$ cat config.mk
export PLATFORM = sky130hd
export DESIGN_NAME = hbi_adapter
export DESIGN_NICKNAME = d
export VERILOG_FILES = /design/src/rtl/hbi_pkg.sv /design/src/rtl/hbi_strobe_dec.sv /design/src/rtl/hbi_addr_latch.sv /design/src/rtl/hbi_regs.sv /design/src/rtl/hbi_bus_out.sv /design/src/rtl/hbi_adapter.sv
export SDC_FILE = /design/constraint.sdc
export NUM_CORES = 2
export LEC_CHECK = 0
export BUFFER_PORTS_ARGS = -buffer_cell sky130_fd_sc_hd__buf_4
export CELL_PAD_IN_SITES_DETAIL_PLACEMENT = 1
export CELL_PAD_IN_SITES_GLOBAL_PLACEMENT = 1
export CORE_ASPECT_RATIO = 0.6
export CORE_MARGIN = 5
export CORE_UTILIZATION = 56
export CTS_CLUSTER_DIAMETER = 80
export DETAILED_ROUTE_END_ITERATION = 8
export PLACE_DENSITY = 0.9
export SYNTH_ARGS = -nofsm -noshare
export SYNTH_HDL_FRONTEND = slang
export SYNTH_MEMORY_MAX_BITS = 65536
export SYNTH_SLANG_ARGS = --single-unit
$ cat constraint.sdc
create_clock -name clk -period 4.05 [get_ports clk]
set_input_delay 0.81 -clock clk [delete_from_list [all_inputs] [get_ports clk]]
set_output_delay 0.81 -clock clk [all_outputs]
set_load 0.01 [all_outputs]
$ cat src/rtl/hbi_pkg.sv
package hbi_pkg;
  localparam int REG_AW = 3;

  localparam logic [REG_AW-1:0] ADR_CTRL   = 3'd0;
  localparam logic [REG_AW-1:0] ADR_DATA   = 3'd1;
  localparam logic [REG_AW-1:0] ADR_PTR_LO = 3'd2;
  localparam logic [REG_AW-1:0] ADR_PTR_HI = 3'd3;

  localparam int CTL_WIDE  = 0;
  localparam int CTL_SWAP  = 1;
  localparam int CTL_DQLOW = 2;
  localparam int CTL_IEN   = 3;
  localparam int CTL_W     = 4;

  localparam int CH_WR = 0;
  localparam int CH_RD = 1;
endpackage

$ cat src/rtl/hbi_strobe_dec.sv
module hbi_strobe_dec
  import hbi_pkg::*;
#(
  parameter int NORM_MIN = 3,
  parameter int DW       = 8
) (
  input  logic              clk,
  input  logic              rst,
  input  logic              bus_style,
  input  logic              mux_n,
  input  logic              speed_sel,
  input  logic [REG_AW-1:0] addr_in,
  input  logic              ale,
  input  logic              cs_n,
  input  logic              wr_dir_n,
  input  logic              rd_ds_n,
  input  logic [DW-1:0]     dq_lo_in,
  input  logic [DW-1:0]     dq_hi_in,
  output logic              mux_s,
  output logic              ale_s,
  output logic [REG_AW-1:0] addr_s,
  output logic [DW-1:0]     lo_s,
  output logic              cs_act,
  output logic              rd_act,
  output logic              wr_act,
  output logic              rd_done,
  output logic              wr_done,
  output logic [DW-1:0]     wr_lo,
  output logic [DW-1:0]     wr_hi
);
  localparam int CNT_W = $clog2(NORM_MIN + 1) + 1;
  localparam logic [CNT_W-1:0] MIN_NORM = CNT_W'(NORM_MIN);
  localparam logic [CNT_W-1:0] MIN_FAST = CNT_W'(1);
  localparam logic [CNT_W-1:0] CNT_MAX  = {CNT_W{1'b1}};

  logic          style_s, speed_s, cs_s, wrp_s, rdp_s;
  logic [DW-1:0] hi_s;

  always_ff @(posedge clk) begin
    if (rst) begin
      style_s <= 1'b0;
      mux_s   <= 1'b1;
      speed_s <= 1'b1;
      cs_s    <= 1'b1;
      wrp_s   <= 1'b1;
      rdp_s   <= 1'b1;
      ale_s   <= 1'b0;
      addr_s  <= '0;
      lo_s    <= '0;
      hi_s    <= '0;
    end else begin
      style_s <= bus_style;
      mux_s   <= mux_n;
      speed_s <= speed_sel;
      cs_s    <= cs_n;
      wrp_s   <= wr_dir_n;
      rdp_s   <= rd_ds_n;
      ale_s   <= ale;
      addr_s  <= addr_in;
      lo_s    <= dq_lo_in;
      hi_s    <= dq_hi_in;
    end
  end

  assign cs_act = ~cs_s;
  assign wr_act = cs_act & (style_s ? (~rdp_s & ~wrp_s) : ~wrp_s);
  assign rd_act = cs_act & (style_s ? (~rdp_s &  wrp_s) : ~rdp_s);

  logic             fast;
  logic [CNT_W-1:0] min_len;
  assign fast    = ~speed_s & mux_s;
  assign min_len = fast ? MIN_FAST : MIN_NORM;

  logic [1:0] act_v, done_v;
  assign act_v[CH_WR] = wr_act;
  assign act_v[CH_RD] = rd_act;

  for (genvar g = 0; g < 2; g++) begin : g_filt
    logic [CNT_W-1:0] len_q;
    always_ff @(posedge clk) begin
      if (rst)               len_q <= '0;
      else if (act_v[g])     len_q <= (len_q == CNT_MAX) ? len_q : len_q + 1'b1;
      else                   len_q <= '0;
    end
    assign done_v[g] = ~act_v[g] & (len_q >= min_len);
  end

  assign wr_done = done_v[CH_WR];
  assign rd_done = done_v[CH_RD];

  always_ff @(posedge clk) begin
    if (rst) begin
      wr_lo <= '0;
      wr_hi <= '0;
    end else if (wr_act) begin
      wr_lo <= lo_s;
      wr_hi <= hi_s;
    end
  end
endmodule

$ cat src/rtl/hbi_addr_latch.sv
module hbi_addr_latch
  import hbi_pkg::*;
(
  input  logic              clk,
  input  logic              rst,
  input  logic              mux_s,
  input  logic              ale_s,
  input  logic              busy,
  input  logic [REG_AW-1:0] addr_s,
  input  logic [REG_AW-1:0] mux_addr,
  output logic [REG_AW-1:0] acc_addr
);
  always_ff @(posedge clk) begin
    if (rst)            acc_addr <= '0;
    else if (!mux_s) begin
      if (ale_s)        acc_addr <= mux_addr;
    end else if (!busy) acc_addr <= addr_s;
  end
endmodule

$ cat src/rtl/hbi_regs.sv
module hbi_regs
  import hbi_pkg::*;
#(
  parameter int PTR_W = 9,
  parameter int DW    = 8
) (
  input  logic              clk,
  input  logic              rst,
  input  logic [REG_AW-1:0] acc_addr,
  input  logic              wr_done,
  input  logic              rd_done,
  input  logic [DW-1:0]     wr_lo,
  input  logic [DW-1:0]     wr_hi,
  output logic              w16_en,
  output logic              swap_en,
  output logic              dreq_low,
  output logic              int_en,
  output logic [DW-1:0]     rd_lo,
  output logic [DW-1:0]     rd_hi
);
  localparam int HI_W  = PTR_W - DW;
  localparam int WORDS = 1 << (PTR_W - 1);
  localparam int SCR_N = 4;

  logic [CTL_W-1:0] ctrl_q;
  logic [PTR_W-1:0] ptr_q;
  logic [DW-1:0]    scr_q [SCR_N];
  logic [PTR_W-1:0] step;
  logic             is_data;

  assign w16_en   = ctrl_q[CTL_WIDE];
  assign swap_en  = ctrl_q[CTL_SWAP];
  assign dreq_low = ctrl_q[CTL_DQLOW];
  assign int_en   = ctrl_q[CTL_IEN];
  assign is_data  = (acc_addr == ADR_DATA);
  assign step     = w16_en ? PTR_W'(2) : PTR_W'(1);

  always_ff @(posedge clk) begin
    if (rst) begin
      ctrl_q <= '0;
      ptr_q  <= '0;
      for (int i = 0; i < SCR_N; i++) scr_q[i] <= '0;
    end else if (wr_done) begin
      case (acc_addr)
        ADR_CTRL:   ctrl_q <= wr_lo[CTL_W-1:0];
        ADR_DATA:   ptr_q  <= ptr_q + step;
        ADR_PTR_LO: ptr_q[DW-1:0] <= wr_lo;
        ADR_PTR_HI: ptr_q[PTR_W-1:DW] <= wr_lo[HI_W-1:0];
        default:    scr_q[acc_addr[1:0]] <= wr_lo;
      endcase
    end else if (rd_done && is_data) begin
      ptr_q <= ptr_q + step;
    end
  end

  // buffer memory, byte-lane writes, registered read
  logic [2*DW-1:0]  mem [WORDS];
  logic [2*DW-1:0]  rword;
  logic [PTR_W-2:0] widx;
  logic             we, we_ev, we_od;
  logic [DW-1:0]    ev_byte, od_byte;

  assign widx    = ptr_q[PTR_W-1:1];
  assign we      = wr_done & is_data;
  assign we_ev   = we & (w16_en | ~ptr_q[0]);
  assign we_od   = we & (w16_en |  ptr_q[0]);
  assign ev_byte = (w16_en & swap_en) ? wr_hi : wr_lo;
  assign od_byte = w16_en ? (swap_en ? wr_lo : wr_hi) : wr_lo;

  always_ff @(posedge clk) begin
    if (we_ev) mem[widx][DW-1:0]    <= ev_byte;
    if (we_od) mem[widx][2*DW-1:DW] <= od_byte;
    rword <= mem[widx];
  end

  logic [DW-1:0] ev_rd, od_rd, data_lo;
  assign ev_rd   = rword[DW-1:0];
  assign od_rd   = rword[2*DW-1:DW];
  assign data_lo = w16_en ? (swap_en ? od_rd : ev_rd) : (ptr_q[0] ? od_rd : ev_rd);

  always_comb begin
    rd_hi = '0;
    case (acc_addr)
      ADR_CTRL:   rd_lo = {{(DW-CTL_W){1'b0}}, ctrl_q};
      ADR_DATA: begin
        rd_lo = data_lo;
        if (w16_en) rd_hi = swap_en ? ev_rd : od_rd;
      end
      ADR_PTR_LO: rd_lo = ptr_q[DW-1:0];
      ADR_PTR_HI: rd_lo = {{(2*DW-PTR_W){1'b0}}, ptr_q[PTR_W-1:DW]};
      default:    rd_lo = scr_q[acc_addr[1:0]];
    endcase
  end
endmodule

$ cat src/rtl/hbi_bus_out.sv
module hbi_bus_out #(
  parameter int DW = 8
) (
  input  logic          clk,
  input  logic          rst,
  input  logic          rd_act,
  input  logic          cs_act,
  input  logic          is_data,
  input  logic          w16_en,
  input  logic          int_en,
  input  logic          dreq_low,
  input  logic [DW-1:0] rd_lo,
  input  logic [DW-1:0] rd_hi,
  input  logic          irq_src,
  input  logic          dma_src,
  output logic [DW-1:0] dq_lo_out,
  output logic          dq_lo_oe,
  output logic [DW-1:0] dq_hi_out,
  output logic          dq_hi_oe,
  output logic          io16_n,
  output logic          intr_n,
  output logic          dreq
);
  always_ff @(posedge clk) begin
    if (rst) begin
      dq_lo_out <= '0;
      dq_hi_out <= '0;
      dq_lo_oe  <= 1'b0;
      dq_hi_oe  <= 1'b0;
      io16_n    <= 1'b1;
      intr_n    <= 1'b1;
      dreq      <= 1'b0;
    end else begin
      dq_lo_out <= rd_lo;
      dq_hi_out <= rd_hi;
      dq_lo_oe  <= rd_act;
      dq_hi_oe  <= rd_act & w16_en & is_data;
      io16_n    <= ~(cs_act & w16_en & is_data);
      intr_n    <= ~(irq_src & int_en);
      dreq      <= dma_src ^ dreq_low;
    end
  end
endmodule

$ cat src/rtl/hbi_adapter.sv
module hbi_adapter
  import hbi_pkg::*;
#(
  parameter int NORM_MIN = 3,
  parameter int PTR_W    = 9,
  parameter int DW       = 8
) (
  input  logic              clk,
  input  logic              rst,
  input  logic              bus_style,
  input  logic              mux_n,
  input  logic              speed_sel,
  input  logic [REG_AW-1:0] addr_in,
  input  logic              ale,
  input  logic              cs_n,
  input  logic              wr_dir_n,
  input  logic              rd_ds_n,
  input  logic [DW-1:0]     dq_lo_in,
  output logic [DW-1:0]     dq_lo_out,
  output logic              dq_lo_oe,
  input  logic [DW-1:0]     dq_hi_in,
  output logic [DW-1:0]     dq_hi_out,
  output logic              dq_hi_oe,
  output logic              io16_n,
  input  logic              irq_src,
  input  logic              dma_src,
  output logic              intr_n,
  output logic              dreq
);
  logic              mux_s, ale_s, cs_act, rd_act, wr_act, rd_done, wr_done;
  logic [REG_AW-1:0] addr_s, acc_addr;
  logic [DW-1:0]     lo_s, wr_lo, wr_hi, rd_lo, rd_hi;
  logic              w16_en, swap_en, dreq_low, int_en;

  hbi_strobe_dec #(.NORM_MIN(NORM_MIN), .DW(DW)) u_dec (
    .clk(clk), .rst(rst), .bus_style(bus_style), .mux_n(mux_n),
    .speed_sel(speed_sel), .addr_in(addr_in), .ale(ale), .cs_n(cs_n),
    .wr_dir_n(wr_dir_n), .rd_ds_n(rd_ds_n), .dq_lo_in(dq_lo_in),
    .dq_hi_in(dq_hi_in), .mux_s(mux_s), .ale_s(ale_s), .addr_s(addr_s),
    .lo_s(lo_s), .cs_act(cs_act), .rd_act(rd_act), .wr_act(wr_act),
    .rd_done(rd_done), .wr_done(wr_done), .wr_lo(wr_lo), .wr_hi(wr_hi)
  );

  hbi_addr_latch u_alat (
    .clk(clk), .rst(rst), .mux_s(mux_s), .ale_s(ale_s),
    .busy(rd_act | wr_act | rd_done | wr_done), .addr_s(addr_s),
    .mux_addr(lo_s[REG_AW-1:0]), .acc_addr(acc_addr)
  );

  hbi_regs #(.PTR_W(PTR_W), .DW(DW)) u_regs (
    .clk(clk), .rst(rst), .acc_addr(acc_addr), .wr_done(wr_done),
    .rd_done(rd_done), .wr_lo(wr_lo), .wr_hi(wr_hi), .w16_en(w16_en),
    .swap_en(swap_en), .dreq_low(dreq_low), .int_en(int_en),
    .rd_lo(rd_lo), .rd_hi(rd_hi)
  );

  hbi_bus_out #(.DW(DW)) u_out (
    .clk(clk), .rst(rst), .rd_act(rd_act), .cs_act(cs_act),
    .is_data(acc_addr == ADR_DATA), .w16_en(w16_en), .int_en(int_en),
    .dreq_low(dreq_low), .rd_lo(rd_lo), .rd_hi(rd_hi),
    .irq_src(irq_src), .dma_src(dma_src), .dq_lo_out(dq_lo_out),
    .dq_lo_oe(dq_lo_oe), .dq_hi_out(dq_hi_out), .dq_hi_oe(dq_hi_oe),
    .io16_n(io16_n), .intr_n(intr_n), .dreq(dreq)
  );
endmodule

---- Word-level counts from Yosys, hierarchy flattened ----
Memory sizes are Yosys's and may differ from the RTL's. A register that Yosys moved wholly into a read port is not among the register bits.
Cells that the tools add are included.
cells by class
  eq/ne operators ......................... 8
  bitwise operators ....................... 33
  mux-type cells .......................... 34
  reduce and logical (&&, ||, !) cells .... 13
  magnitude comparators ................... 2
  add/subtract/negate cells ............... 3
operators with widths
  cell                                                              number
  8-bit 2-to-1 mux                                                  8
  8-bit case mux with 4 select lines                                1
  9-bit 2-to-1 mux                                                  2
  1-bit bitwise AND                                                 16
  8-bit case mux with 2 select lines                                1
  1-bit 2-to-1 mux                                                  13
  1-bit inverter                                                    11
  2-bit 2-to-1 mux                                                  5
  9-bit adder                                                       1
  3-bit 2-to-1 mux                                                  3
  2-bit AND reduction                                               4
  8-bit OR reduction                                                1
  3-bit by 1-bit adder with 3-bit output (second input constant)    2
  3-bit by 2-bit == test with 1-bit output (second input constant)  2
  3-bit == test (second input constant)                             2
  3-bit greater-or-equal comparator                                 2
  3-bit by 2-bit != test with 1-bit output (second input constant)  2
  1-bit OR                                                          5
  2-bit nonzero test                                                2
  2-bit OR reduction                                                2
  4-bit OR reduction                                                1
  3-bit by 1-bit == test with 1-bit output (second input constant)  1
  3-bit logical NOT                                                 1
  3-bit OR reduction                                                1
  4 further kinds                                                   4
word-level totals
  input bits .............................. 30
  flip-flop bits (word level) ............. 85
  memories kept ........................... 2
  bits in writable memories ............... 4,128
memory list
  name          words  width  rd ports  clocked after Yosys merged registers in  write ports  RTL line        text
  u_regs.mem    256    16     1         1                                        1            hbi_regs.sv:57  logic [2*DW-1:0] mem [WORDS];
  u_regs.scr_q  4      8      1         1                                        4            hbi_regs.sv:27  logic [DW-1:0] scr_q [SCR_N];

---- Depth between registers and ports, before layout ----
  depth in word-level cells ............... 12
  depth in mapped cells ................... 11

---- Hierarchy ----
A second synthesis with hierarchy kept.
second synthesis, totals
  cells, all modules ...................... 7,543
  area total of the unflattened synthesis .. 162,099.2 sq um
modules (own cells, without submodules)
  module          instances  cells each  seq. area each (sq um)  area an instance (sq um)
  hbi_regs        1          7,315       124,539.4               159,476.7
  hbi_strobe_dec  1          160         960.9                   1,785.5
  hbi_bus_out     1          46          420.4                   640.6
  hbi_addr_latch  1          20          60.1                    181.4
  hbi_adapter     1          2           0.0                     15.0

---- Least setup slack after synthesis ----
Ideal clock, no wire load.
  kind .................................... reg2reg
  start point ............................. register u_regs.ctrl_q[0]
  end point ............................... memory u_regs.mem[0][12] in the netlist's numbering, data pin
  arrival ................................. 2,792 ps
  required time ........................... 3,493 ps
  library setup time ...................... 557 ps
  period minus slack after synthesis ...... 3,349 ps
  cell stages (with the launch flop) ...... 4
  path buffers ............................ 0
  setup slack ............................. 701 ps
  cell sequence ........................... dfxtp_1 > inv_1 > nor2_1 > mux2_2
between the ends
  longest elaborated chain between the ends .. 1
ends and longest elaborated chain
  element                      RTL line        text
  start, declared              hbi_regs.sv:25  logic [CTL_W-1:0] ctrl_q;
  start signal, assigned       hbi_regs.sv:45  ADR_CTRL: ctrl_q <= wr_lo[CTL_W-1:0];
  8-bit 2-to-1 mux             hbi_regs.sv:68  assign od_byte = w16_en ? (swap_en ? wr_lo : wr_hi) : wr_lo;
  named net u_regs.od_byte[4]  hbi_regs.sv:61  logic [DW-1:0] ev_byte, od_byte;
  end, declared                hbi_regs.sv:57
The timed path passes the listed nets, and every way through them passes these cells.

---- Worst setup path after layout ----
  start point ............................. register u_dec.mux_s
  end point ............................... memory u_regs.mem[231][5] in the netlist's numbering (enable)
between the ends
  longest elaborated chain between the ends .. 8
ends and longest elaborated chain
  element                                 RTL line              text
  start, declared                         hbi_strobe_dec.sv:19  output logic mux_s,
  start signal, assigned                  hbi_strobe_dec.sv:53  mux_s <= mux_n;
  1-bit bitwise AND                       hbi_strobe_dec.sv:71  assign fast = ~speed_s & mux_s;
  2-bit 2-to-1 mux                        hbi_strobe_dec.sv:72  assign min_len = fast ? MIN_FAST : MIN_NORM;
  3-bit greater-or-equal comparator       hbi_strobe_dec.sv:85  assign done_v[g] = ~act_v[g] & (len_q >= min_len);
  1-bit bitwise AND                       hbi_strobe_dec.sv:85
  1-bit bitwise AND                       hbi_regs.sv:64        assign we = wr_done & is_data;
  1-bit bitwise AND                       hbi_regs.sv:65        assign we_ev = we & (w16_en | ~ptr_q[0]);
  1-bit 2-to-1 mux                        hbi_regs.sv:71        if (we_ev) mem[widx][DW-1:0] <= ev_byte;
  1-bit 2-to-1 mux (not written as such)  hbi_regs.sv:71
No other way between the ends.

==> flow_metrics.py <==
metrics = {
    "run_status": {
        "status": "complete, but fails checks",
        "violations": "setup timing",
    },
    "global_route": {
        "grt_max_degree": 150,
        "grt_usage": 0.3696,
        "grt_overflow": 0,
        "grt_pass1_vias": 93170,
        "antenna_found_initial": 51,
        "grt_pass1_wl_um": 771200,
    },
    "critical_path": {
        "path_max_fanout": 16,
        "critPathKind": "reg2reg",
        "r2r-start": "u_dec.mux_s",
        "cp-startpoint": "u_dec.mux_s",
        "rr_worst_depth": 8,
        "start_kind": "register",
        "r2r_slack_ps": -160,
        "r2r-end": "u_regs.mem[231][5]",
        "cp.arrival_ps": 4800,
        "endpoint_kind": "register",
        "endpoint": "u_regs.mem[231][5]",
        "worstPathRequired_ps": 4640,
    },
    "yosys": {
        "post-synth-top-area-cell": "edfxtp_1",
        "netlist_instances": 7502,
        "syn_area_um2": 161500,
        "ys_seq_elements": 4231,
        "yosys_most_used_dff": "edfxtp_1",
        "synth.distinct_cells": 47,
        "yosysTopAreaCellShare": 0.7678,
        "yosys_warnings": 0,
        "synth_edf_count": 4128,
        "avgSynthCellArea_um2": 21.52,
        "async_flop_share": 0,
        "synthTopCellsByArea": "edfxtp_1 77%, mux4_2 14%, a22oi_1 2.4%",
        "syn-num-nets": 7542,
        "seq_area_frac_synth": 0.7806,
    },
    "clocking": {
        "cts_root_buffer": "clkbuf_16",
        "insertion_delay_ps": 960,
        "cts-buffers-inserted": 371,
        "cts_tree": "done",
        "cts_hold_buf": 0,
        "path_clk_slew_ps": 70,
        "clock-sinks": 4231,
        "htreeDepth": 5,
        "clockBufferDepth": 4,
    },
    "detailed_routing": {
        "vias_per_cell": 7.606,
        "drt-total-wl_um": 555200,
        "vias": 94020,
        "first_pass_iters": 8,
        "drc_errors": 0,
        "drt_iter0_drc": 19230,
        "drtAntennaViolNets": 0,
        "wl_per_cell_um": 44.91,
    },
    "layout": {
        "drive_gt1_frac": 0.2887,
        "area_growth_pct": 13.88,
        "nets": 8224,
        "finalNonFillerCells": 12360,
        "final_common_cell": "edfxtp_1",
        "final_cell_mix": "4128 x edfxtp_1, 1033 x mux4_2, 704 x buf_4",
        "final_util": 0.6420,
    },
    "power_and_ir_drop": {
        "ir_drop_uv": 422.7,
        "power_density_nw_per_um2": 462.2,
        "leakage_nw": 57.34,
    },
    "timing": {
        "finalClockSkew_ps": 49.53,
        "drv_slew": 0,
        "min_period_over_period": 1.040,
        "hold_viol": 0,
        "tightest_slew_ps": 1321,
        "max_slew_margin": 0.1159,
        "finalSetupViolCount": 120,
        "max_freq_ghz": 0.2373,
        "period_needed_ps": 4214,
        "fin_tns_setup_ps": -7529,
        "finalWorstSetupSlack_ps": -163.8,
        "rsz0062_at_grt": "yes",
        "fin_hold_ws_ps": 47.18,
    },
    "floorplanning": {
        "core_um2": 286400,
        "io_pins": 51,
        "initial_core_util": 0.5637,
        "die_x_um": 703.2,
        "die_y_um": 425.9,
        "rows": 152,
        "die_area_um2": 299500,
    },
    "worst_hold_path": {
        "hold_path_depth": 2,
        "hold_path.class": "in2reg",
    },
    "run": {
        "drv_cap": 0,
    },
    "place": {
        "gp_congestion": 0.9139,
        "pre_cts_slack_ps": -358.5,
        "hpwl_um": 306200,
        "portBuffers": 50,
        "placedCellCount": 11650,
    },
}
==> stage by stage <==
step           total power, W  area, µm²
4_1_cts               0.08458     183700
6_report              0.08499     183900
3_5_place_dp          0.04879     171700
2_1_floorplan         0.04860     161500
3_3_place_gp          0.04874     171600
5_1_grt               0.08705     183800
==> synth_stat cells, types with 3 or more instances <==
cell / number
mux4_2: 1033
nand2_1: 75
o22ai_1: 3
a21oi_1: 278
buf_4: 8
nand2b_1: 5
or2_2: 10
edfxtp_1: 4128
buf_1: 57
nand4_1: 20
dfxtp_1: 103
ha_1: 9
a22oi_1: 512
clkbuf_1: 303
mux2i_1: 37
nand3_1: 34
nor2_1: 559
inv_1: 5
buf_6: 6
nand4b_1: 3
and2_1: 29
a211oi_1: 8
xor2_1: 7
o41ai_1: 64
o21ai_0: 4
and3_1: 11
buf_2: 115
nor3_1: 4
mux2_2: 17
nor2b_1: 32
==> layer usage <==
metal	global-route usage	share of wire	routed length, µm	up-vias
met5	0.0006452	0.00081	448	-
met4	0.1700	0.062	34530	58
met3	0.1399	0.16	89810	2279
met2	0.5519	0.45	250100	10830
met1	0.4870	0.32	180200	47990
li1	-	-	-	32860
==> worst max-delay path: stages (launching register included) <==
cell     delay, ps
dfxtp_1        500
nor2b_1        370
ha_1           220
a211o_1        180
and2_1         300
and3_1         270
buf_12         250
nand3_1        700
nor2_1        1030
==> flip-flops by register name (all words and copies together) (netlist names), 8 cells and up, named ones only <==
register / flops
u_regs.mem: 4096
u_regs.scr_q: 32
u_regs.rword: 16
u_regs.ptr_q: 9
u_dec.hi_s: 8
u_dec.lo_s: 8
u_dec.wr_hi: 8
u_dec.wr_lo: 8
u_out.dq_hi_out: 8
u_out.dq_lo_out: 8
==> worst min path at each step <==
stage | to | from
6_report | u_dec.mux_s | mux_n
5_1_grt | u_dec.mux_s | mux_n
4_1_cts | u_dec.mux_s | mux_n
3_5_place_dp | u_dec.wr_lo[5] | u_dec.lo_s[5]
3_3_place_gp | u_dec.wr_lo[3] | u_dec.lo_s[3]
2_1_floorplan | u_out.intr_n | u_regs.ctrl_q[3]
==> cells by family (layout without fill, tap and decap cells) <==
logic type,Yosys count,after routing,synth area share
fa+ha+maj,10,10,0.0008215
buf+inv,494,1479,0.01284
simple gates,790,790,0.02060
xor+xnor,9,9,0.0004883
other cells,0,24,0
flops,4231,4231,0.7806
mux,1087,1087,0.1476
compound gates,881,881,0.03712
==> report_power, final <==
group | internal, W | switching, W
logic | 0.000103 | 0.000301
clock network | 0.0196 | 0.0175
registers | 0.0474 | 0.0000347
total | 0.0671 | 0.0179
==> repair_timing <==
action                     4_1_cts  5_1_grt
setup endpoints to repair       10       78
resized for setup                8        4
setup buffers                    6        8
==> cell type report <==
class	instances	area, µm²
Fill cell	22880	102600
Multi-Input combinational cell	2777	33920
Timing Repair Buffer	798	7159
Inverter	5	18.77
Clock buffer	451	9763
Tap cell	3850	4817
Sequential cell	4231	126000
Clock inverter	225	2101
Antenna cell	24	60.06
Note: power is estimated with default switching activity, not from simulation.
